### src/rtl/vls_pkg.sv
package vls_pkg;
  localparam int XLEN   = 64;
  localparam int IDX_W  = 5;
  localparam int IMM_W  = 6;
  localparam int NENT   = 1 << IDX_W;

  typedef logic [IDX_W-1:0] ridx_t;
  typedef logic [XLEN-1:0]  xword_t;

  localparam logic [10:0] OPC_HI  = 11'b00000100001;
  localparam logic [4:0]  OPC_MID = 5'b01010;
  localparam ridx_t       SP_IDX  = ridx_t'(NENT - 1);

  typedef struct packed {
    logic              match;
    ridx_t             src;
    ridx_t             dst;
    logic [IMM_W-1:0]  imm;
  } dec_t;

  typedef enum logic [1:0] {
    OC_NONE  = 2'd0,
    OC_WB    = 2'd1,
    OC_UNDEF = 2'd2,
    OC_TRAP  = 2'd3
  } outcome_e;
endpackage

### src/rtl/vls_decode.sv
module vls_decode
  import vls_pkg::*;
(
  input  logic [31:0] word,
  output dec_t        dec
);
  always_comb begin
    dec.match = (word[31:21] == OPC_HI) && (word[15:11] == OPC_MID);
    dec.src   = word[20:16];
    dec.imm   = word[10:5];
    dec.dst   = word[4:0];
  end
endmodule

### src/rtl/vls_scale.sv
// Signed immediate times byte count, as a fixed shift-and-add tree.
module vls_scale #(
  parameter int VL_W  = 12,
  parameter int IMM_W = 6,
  parameter int XW    = 64
) (
  input  logic [VL_W-1:0]  vec_bits,
  input  logic [IMM_W-1:0] imm,
  output logic [XW-1:0]    offset
);
  localparam int PAD = XW - VL_W;

  logic [XW-1:0] vl_ext;
  logic [XW-1:0] bytes;
  logic [XW-1:0] term [IMM_W];
  logic [XW-1:0] pos_sum;

  assign vl_ext = {{PAD{1'b0}}, vec_bits};
  assign bytes  = vl_ext >> 3;

  for (genvar k = 0; k < IMM_W; k++) begin : g_term
    assign term[k] = imm[k] ? (bytes << k) : '0;
  end

  // Every partial product is always summed: no data-dependent shortcut.
  always_comb begin
    pos_sum = '0;
    for (int k = 0; k < IMM_W - 1; k++) pos_sum = pos_sum + term[k];
  end

  // The top immediate bit carries negative weight in two's complement.
  assign offset = pos_sum - term[IMM_W-1];
endmodule

### src/rtl/vls_regfile.sv
module vls_regfile
  import vls_pkg::*;
(
  input  logic   clk,
  input  logic   rst_n,
  input  logic   we,
  input  ridx_t  widx,
  input  xword_t wdata,
  input  ridx_t  ra_idx,
  output xword_t ra_data,
  input  ridx_t  rb_idx,
  output xword_t rb_data
);
  xword_t ent_q [NENT];

  for (genvar i = 0; i < NENT; i++) begin : g_ent
    xword_t q;
    always_ff @(posedge clk) begin
      if (!rst_n)                          q <= '0;
      else if (we && (widx == ridx_t'(i))) q <= wdata;
    end
    assign ent_q[i] = q;
  end

  assign ra_data = ent_q[ra_idx];
  assign rb_data = ent_q[rb_idx];
endmodule

### src/rtl/vls_exec.sv
module vls_exec
  import vls_pkg::*;
#(
  parameter int VL_W = 12
) (
  input  logic            clk,
  input  logic            rst_n,
  input  logic            op_valid,
  input  logic [31:0]     op_word,
  input  logic [VL_W-1:0] vec_bits,
  input  logic            feat_present,
  input  logic            feat_enabled,
  input  logic            dbg_we,
  input  logic [4:0]      dbg_widx,
  input  logic [63:0]     dbg_wdata,
  input  logic [4:0]      dbg_ridx,
  output logic [63:0]     dbg_rdata,
  output logic            wb_valid,
  output logic [4:0]      wb_index,
  output logic            wb_to_sp,
  output logic [63:0]     wb_data,
  output logic            flt_undef,
  output logic            flt_trap
);
  dec_t     dec;
  xword_t   src_val;
  xword_t   offset;
  xword_t   sum;
  outcome_e oc;
  logic     exec_we;
  logic     rf_we;
  ridx_t    rf_widx;
  xword_t   rf_wdata;

  vls_decode u_dec (.word(op_word), .dec(dec));

  vls_scale #(.VL_W(VL_W), .IMM_W(IMM_W), .XW(XLEN)) u_scale (
    .vec_bits (vec_bits),
    .imm      (dec.imm),
    .offset   (offset)
  );

  vls_regfile u_rf (
    .clk     (clk),
    .rst_n   (rst_n),
    .we      (rf_we),
    .widx    (rf_widx),
    .wdata   (rf_wdata),
    .ra_idx  (dec.src),
    .ra_data (src_val),
    .rb_idx  (dbg_ridx),
    .rb_data (dbg_rdata)
  );

  assign sum = src_val + offset;

  always_comb begin
    oc = OC_NONE;
    if (op_valid && dec.match) begin
      if (!feat_present)      oc = OC_UNDEF;
      else if (!feat_enabled) oc = OC_TRAP;
      else                    oc = OC_WB;
    end
  end

  assign exec_we  = (oc == OC_WB);
  assign rf_we    = exec_we || dbg_we;
  assign rf_widx  = exec_we ? dec.dst : dbg_widx;
  assign rf_wdata = exec_we ? sum : dbg_wdata;

  always_ff @(posedge clk) begin
    if (!rst_n) begin
      wb_valid  <= 1'b0;
      wb_index  <= '0;
      wb_to_sp  <= 1'b0;
      wb_data   <= '0;
      flt_undef <= 1'b0;
      flt_trap  <= 1'b0;
    end else begin
      wb_valid  <= exec_we;
      wb_index  <= exec_we ? dec.dst : '0;
      wb_to_sp  <= exec_we && (dec.dst == SP_IDX);
      wb_data   <= exec_we ? sum : '0;
      flt_undef <= (oc == OC_UNDEF);
      flt_trap  <= (oc == OC_TRAP);
    end
  end
endmodule

### config.mk
export PLATFORM = sky130hd
export DESIGN_NAME = vls_exec
export DESIGN_NICKNAME = d
export VERILOG_FILES = /design/src/rtl/vls_pkg.sv /design/src/rtl/vls_decode.sv /design/src/rtl/vls_scale.sv /design/src/rtl/vls_regfile.sv /design/src/rtl/vls_exec.sv
export SDC_FILE = /design/constraint.sdc
export NUM_CORES = 2
export LEC_CHECK = 0
export BUFFER_PORTS_ARGS = -buffer_cell sky130_fd_sc_hd__buf_4
export CORE_ASPECT_RATIO = 1.25
export CORE_UTILIZATION = 32
export DETAILED_ROUTE_END_ITERATION = 10
export GPL_TIMING_DRIVEN = 0
export PLACE_DENSITY = 0.55
export SLEW_MARGIN = 30
export SYNTH_ARGS = -nofsm -noshare
export SYNTH_HDL_FRONTEND = slang
export SYNTH_HIERARCHICAL = 1
export SYNTH_SLANG_ARGS = --single-unit
### constraint.sdc
create_clock -name clk -period 8.5 [get_ports clk]
set_clock_uncertainty 0.2 [all_clocks]
set_input_delay 1.7 -clock clk [delete_from_list [all_inputs] [get_ports clk]]
set_output_delay 1.7 -clock clk [all_outputs]
set_load 0.02 [all_outputs]
Word level (Yosys, flattened, before mapping)
Index checks and enable logic that the tools add are counted.
{ "totals": {"elab_cells": 140, "mem_bits_ro": 0, "out_inout_bits": 137, "reg_bits": 2121, "latch_bits": 0, "mem_bits_rw": 0, "memories": 0, "inputBits": 124} }
{ "classes": {"n_div": 0, "n_reduce_logical": 38, "eq_ne": 37, "n_mul": 0, "add_sub_neg": 6, "shifts": 0, "n_lt_le_gt_ge": 2, "bitwise": 2, "muxes": 17} }
{ "op_table": {"columns": ["operator", "count"], "rows": [
  ["$bmux W64 S5", 2],
  ["$mux W64", 5],
  ["$add A64 B64 Y64", 3],
  ["$eq A5 B5 Y1 const B", 17],
  ["$add A64 B12 Y64", 1],
  ["$add A64 B13 Y64", 1],
  ["$sub A64 B14 Y64", 1],
  ["$eq A5 B4 Y1 const B", 9],
  ["$logic_and A1 B1 Y1", 35],
  ["$eq A5 B3 Y1 const B", 4],
  ["$mux W14", 1],
  ["$mux W13", 1],
  ["$ge A6 B6 Y1 const B", 2],
  ["$mux W12", 1],
  ["$not A5 Y6", 2],
  ["$eq A11 B6 Y1 const B", 1],
  ["$mux W11", 1],
  ["$eq A5 B2 Y1 const B", 2],
  ["$mux W10", 1],
  ["$mux W9", 1],
  ["$mux W2", 3],
  ["$eq A5 B1 Y1 const B", 1],
  ["$logic_not A5 Y1", 1],
  ["$mux W5", 1],
  ["4 further kinds", 5]
]} }

Logic depth before layout (Yosys ltp)
{ "logic_depth": {"ltp_word": 8, "ltp_mapped": 30, "ltp_nobuf": 26} }

By module
The synthesis kept the hierarchy.
{ "by_module_without_submodules": {"columns": ["module", "seq_area_each_um2", "n_inst", "cells_per_inst", "area_each_um2"], "rows": [
  ["vls_regfile", 40999.3, 1, 11493, 107892.2],
  ["vls_exec", 1461.4, 1, 882, 6333.6],
  ["vls_scale", 0.0, 1, 271, 2167.1],
  ["vls_decode", 0.0, 1, 21, 163.9]
]} }

Least setup slack after synthesis
Ideal clock, no wire load.
{ "synth_path": {"path_type": "input-to-reg", "start": "in op_word[5]", "end": "reg u_rf.g_ent[10].q[44]", "setup_time_ns": 0.076, "required_ns": 8.224, "path_stages": 27, "slack_ns": 0.610, "t_arrival_ns": 7.615, "n_path_buf": 3, "path_cell_list": "buf_4 > and2_1 > fa_1 > fa_1 > inv_1 > fa_1 > inv_1 > ha_1 > a211oi_2 > o21bai_2 > a221oi_2 > o21a_2 > and2_1 > ha_1 > buf_2 > a21oi_1 > o21ai_0 > a311oi_1 > a21oi_2 > nor3_2 > o21ai_0 > a21oi_1 > xor2_1 > o21ai_0 > clkbuf_1 > nand2_1 > a21boi_0"} }
{ "synth_between": {"elab_chain_cells": 8} }
{ "synth_rtl": {"columns": ["item", "line_no", "text"], "rows": [
  ["from (decl)", "vls_exec.sv:9", "input logic [31:0] op_word,"],
  ["$mux W9", "vls_scale.sv:22", "assign term[k] = imm[k] ? (bytes << k) : '0;"],
  ["$add A64 B64 Y64 (2 in series)", "vls_scale.sv:28", "for (int k = 0; k < IMM_W - 1; k++) pos_sum = pos_sum + term[k];"],
  ["$add A64 B12 Y64", "vls_scale.sv:28", null],
  ["$add A64 B13 Y64", "vls_scale.sv:28", null],
  ["$sub A64 B14 Y64", "vls_scale.sv:32", "assign offset = pos_sum - term[IMM_W-1];"],
  ["via offset[17]", "vls_exec.sv:27", "xword_t offset;"],
  ["$add A64 B64 Y64", "vls_exec.sv:55", "assign sum = src_val + offset;"],
  ["$mux W64", "vls_exec.sv:69", "assign rf_wdata = exec_we ? sum : dbg_wdata;"],
  ["via rf_wdata[44]", "vls_exec.sv:33", "xword_t rf_wdata;"],
  ["to (signal assigned)", "vls_regfile.sv:20", "else if (we && (widx == ridx_t'(i))) q <= wdata;"],
  ["to (decl)", "vls_regfile.sv:17", "xword_t q;"]
]} }
The timed path passes the listed nets, and every way through them passes these cells.
A chain may end at the register's enable or synchronous reset.

Worst setup path in the final report
{ "layout_path": {"start": "in op_word[19]", "end": "reg u_rf.g_ent[23].q[63]"} }
{ "layout_between": {"elab_chain_cells": 6} }
{ "layout_rtl": {"columns": ["item", "line_no", "text"], "rows": [
  ["$not A5 Y6 (implied by the code)", "vls_regfile.sv:25", "assign ra_data = ent_q[ra_idx];"],
  ["$bmux W64 S5", "vls_regfile.sv:25", null],
  ["$mux W64 (implied by the code) (2 in series)", "vls_regfile.sv:25", null],
  ["via src_val[20]", "vls_exec.sv:26", "xword_t src_val;"],
  ["$add A64 B64 Y64", "vls_exec.sv:55", null],
  ["$mux W64", "vls_exec.sv:69", null],
  ["via rf_wdata[63]", "vls_exec.sv:33", null],
  ["to (signal assigned)", "vls_regfile.sv:20", null],
  ["to (decl)", "vls_regfile.sv:17", null]
]} }
The timed path passes the listed nets, and every way through them passes these cells. The select of a mux whose other input is x is not followed.

==> run summary <==
Setup WS post-layout - -0.207 ns
placed cell area - 127000 um^2
CP arrival - 9.38 ns
final period utilization - 102%
Crit Path Max Fanout - 12
post-synthesis adder-cell area fraction - 1.51%
total CTS buffers - 239
total power - 0.0273 W
Synth top cells by count - nand2_1 (4421), dfxtp_1 (2121), a21boi_0 (1753)
post-synthesis simple-gate area fraction - 16.3%
ys flop type - dfxtp_1
clock sink count - 2121
worst hold slack - 0.267 ns
finished layout cell area - 137000 um^2
Buf+Inv Stages, Crit Path - 6
initial drt markers - 17900
Syn Inst Count - 12700
Max VDD drop - 0.180 mV
Post-synth EDFFs - 0
f_max - 115 MHz
CP endpoint kind - flop
violated checks - setup timing
Startpoint Class - input port
Post-Synth XOR/XNOR Area - 0.534%
global route overflow - 0
post-synth top area share - 36.4%
Post-Syn Area - 117000 um^2
Die ar. - 367000 um^2
largest net degree at the start of global routing - 19
gr usage total - 42.0%
Final setup viols - 362
pwr dens - 200 nW/um^2
layout cell share with drive strength beyond 1 - 20.6%
Static Leak - 46.1 nW
main combinational cell family by area after synthesis - multiplexers
Clock Latency Late Sink - 1.03 ns
FF+latch count, synth - 2121
pins over their slew limit - 0
Cell Rows - 247
Die Ht - 677 um
Max H-tree Level - 4
Yosys cell types - 92
Synth Area per Inst - 9.20 um^2
post-synthesis mux area share - 21.9%
post-synthesis compound-gate area fraction - 18.0%
Boundary Pins - 261
final-report hold violation count - 0
Post-Syn Nets - 12900
core area - 362000 um^2
family with the most delay on the worst path - compound AO/OA/AOI/OAI gates
post-synthesis sequential area ratio - 36.4%
maxcap violations - 0
clock slew at reported path FFs - 0.07 ns
worst rel slew slack - 18.4%
GPL Wtd Cong - 1.07
PortBufs - 237
root buffer cell - clkbuf_16
most common cell in the netlist - nand2_1
dpl hpwl - 620 mm
TritonCTS clock tree - built
min cycle time layout - 8.71 ns
final wirelength - 794 mm
vias in the first global route - 103000
area grow syn2layout - 17.2%
Synth async-reset ratio - 0%
die width - 542 um
status - finished with violations
clock buffer depth - 4
vias - 115000
CP Class - input port to flop
largest area contributor in the netlist - dfxtp_1
Initial Utilization - 32.2%
fin util - 37.7%
DR DRC count - 0
# fillers - 36900
routed len/inst - 43.1 um
Final ANT Viol Nets - 0
Tightest Pin Transition - 1.22 ns
YS warnings - 6
initial antenna violation count - 108
cells along the critical path - buf_4 > buf_4 > clkbuf_4 > clkbuf_2 > nand2_2 > a21oi_1 > a211o_1 > ha_1 > a21o_1 > a31oi_1 > nor2_1 > a2111o_1 > o21ai_0 > nand3_1 > a31oi_2 > xnor2_1 > a21oi_4 > buf_12 > clkbuf_2 > nand2_1 > a21boi_0
Crit-path slowest cell - a21oi_1
Post-CTS Hold Buffers - 0
post-DR vias/cell - 6.24
Worst EP required - 9.17 ns
largest incremental delay on the critical path - 1.07 ns
Worst Hold Class - flop to flop
first-pass GRT wire length - 1020 mm
Synth area leaders - dfxtp_1 (36%), mux4_2 (19%), nand2_1 (14%), a21boi_0 (11%), clkbuf_1 (2.6%)
# nets final - 13500
drt first pass iters - 6
DP Worst Slack - -2.68 ns
logic make-up after synthesis:
family | Yosys count
AND/OR/NAND/NOR | 4841
AO/OA/AOI/OAI | 2858
flip-flops | 2121
buffers and inverters | 1374
multiplexers | 1280
adder cells (fa/ha/maj) | 122
XOR/XNOR | 71
tightest hold or removal path, cell delays in order (launching register included):
cell	delay [ns]
dfxtp_1	0.32
nand2_1	0.05
a21boi_1	0.05
worst paths after layout:
| check | end | startpoint | slack, ns | cells after the start |
|---|---|---|---|---|
| max | u_rf/g_ent[23].q[63]$_SDFFE_PN0P_ | op_word[19] | -0.21 | 21 |
| min | u_rf/g_ent[30].q[33]$_SDFFE_PN0P_ | u_rf/g_ent[30].q[33]$_SDFFE_PN0P_ | 0.27 | 2 |
| max reg2reg | u_rf/g_ent[21].q[53]$_SDFFE_PN0P_ | u_rf/g_ent[31].q[16]$_SDFFE_PN0P_ | 2.01 | 19 |
| min reg2reg | u_rf/g_ent[30].q[33]$_SDFFE_PN0P_ | u_rf/g_ent[30].q[33]$_SDFFE_PN0P_ | 0.27 | 2 |
flip-flops by register name, indices dropped and copies added, names as in the netlist:
signal and count:
flt_trap 1, wb_index 5, wb_valid 1, u_rf/g_ent.q 2048, wb_to_sp 1, flt_undef 1, wb_data 64
per-layer routing:
metal  GRT usage (%)  share of wire (%)  vias up
met5               0              0.036        -
met4            37.3                 11       32
met3            13.7                 12     2520
met2            60.9                 42     9241
met1            49.6                 36    57500
li1                -                  -    45600
cell type report:
type / count / area [um^2] / area share (%)
antenna: 97 / 243 / 0.178
buffer: 1285 / 6290 / 4.61
timing repair buffer: 370 / 4110 / 3.01
clock inverter: 92 / 1200 / 0.878
inverter: 78 / 293 / 0.214
tap: 4855 / 6070 / 4.45
sequential: 2121 / 42500 / 31.1
multi-input combinational: 9172 / 69100 / 50.6
clock buffer: 330 / 6870 / 5.03
power breakdown:
group	leakage (nW)	switching (W)	internal (W)
Sequential	17.1	0.0000679	0.0100
Combinational	25.1	0.00424	0.00169
Clock	3.96	0.00490	0.00634
repair_timing:
item,in CTS,in global routing
pin swaps,11,5
setup endpoints to repair,1463,1013
setup buffers,16,2
resized for setup,127,87
cells in the final DEF (no fill, tap or decap), drive strengths merged, types with 26 or more instances in the layout:
cell / synthesis / final
and2: 60 / 60
a221oi: 43 / 43
ha: 91 / 91
nand3: 40 / 40
mux4: 1004 / 1004
nand4: 26 / 26
diode: 0 / 97
a21boi: 2060 / 2060
nand2: 4421 / 4421
a31oi: 70 / 70
mux2: 88 / 88
a22oi: 118 / 118
dfxtp: 2121 / 2121
o21ai: 117 / 117
mux2i: 188 / 188
a22o: 33 / 33
fa: 31 / 31
a32o: 33 / 33
a21o: 43 / 43
a21oi: 174 / 174
buf: 492 / 863
and3: 48 / 48
xor2: 29 / 29
clkinv: 0 / 47
o22ai: 51 / 51
nor2: 144 / 144
xnor2: 42 / 42
clkbuf: 804 / 1122
inv: 78 / 87
through the flow:
step | setup TNS [ns] | std cells
finish | -27.18 | 18400
global route | -0.00526 | 18300
CTS | 0 | 18300
detailed placement | -2805.35 | 17900
global placement | - | 17800
floorplan | 0 | 12700
No activity file was read; power rests on OpenSTA's default activity.
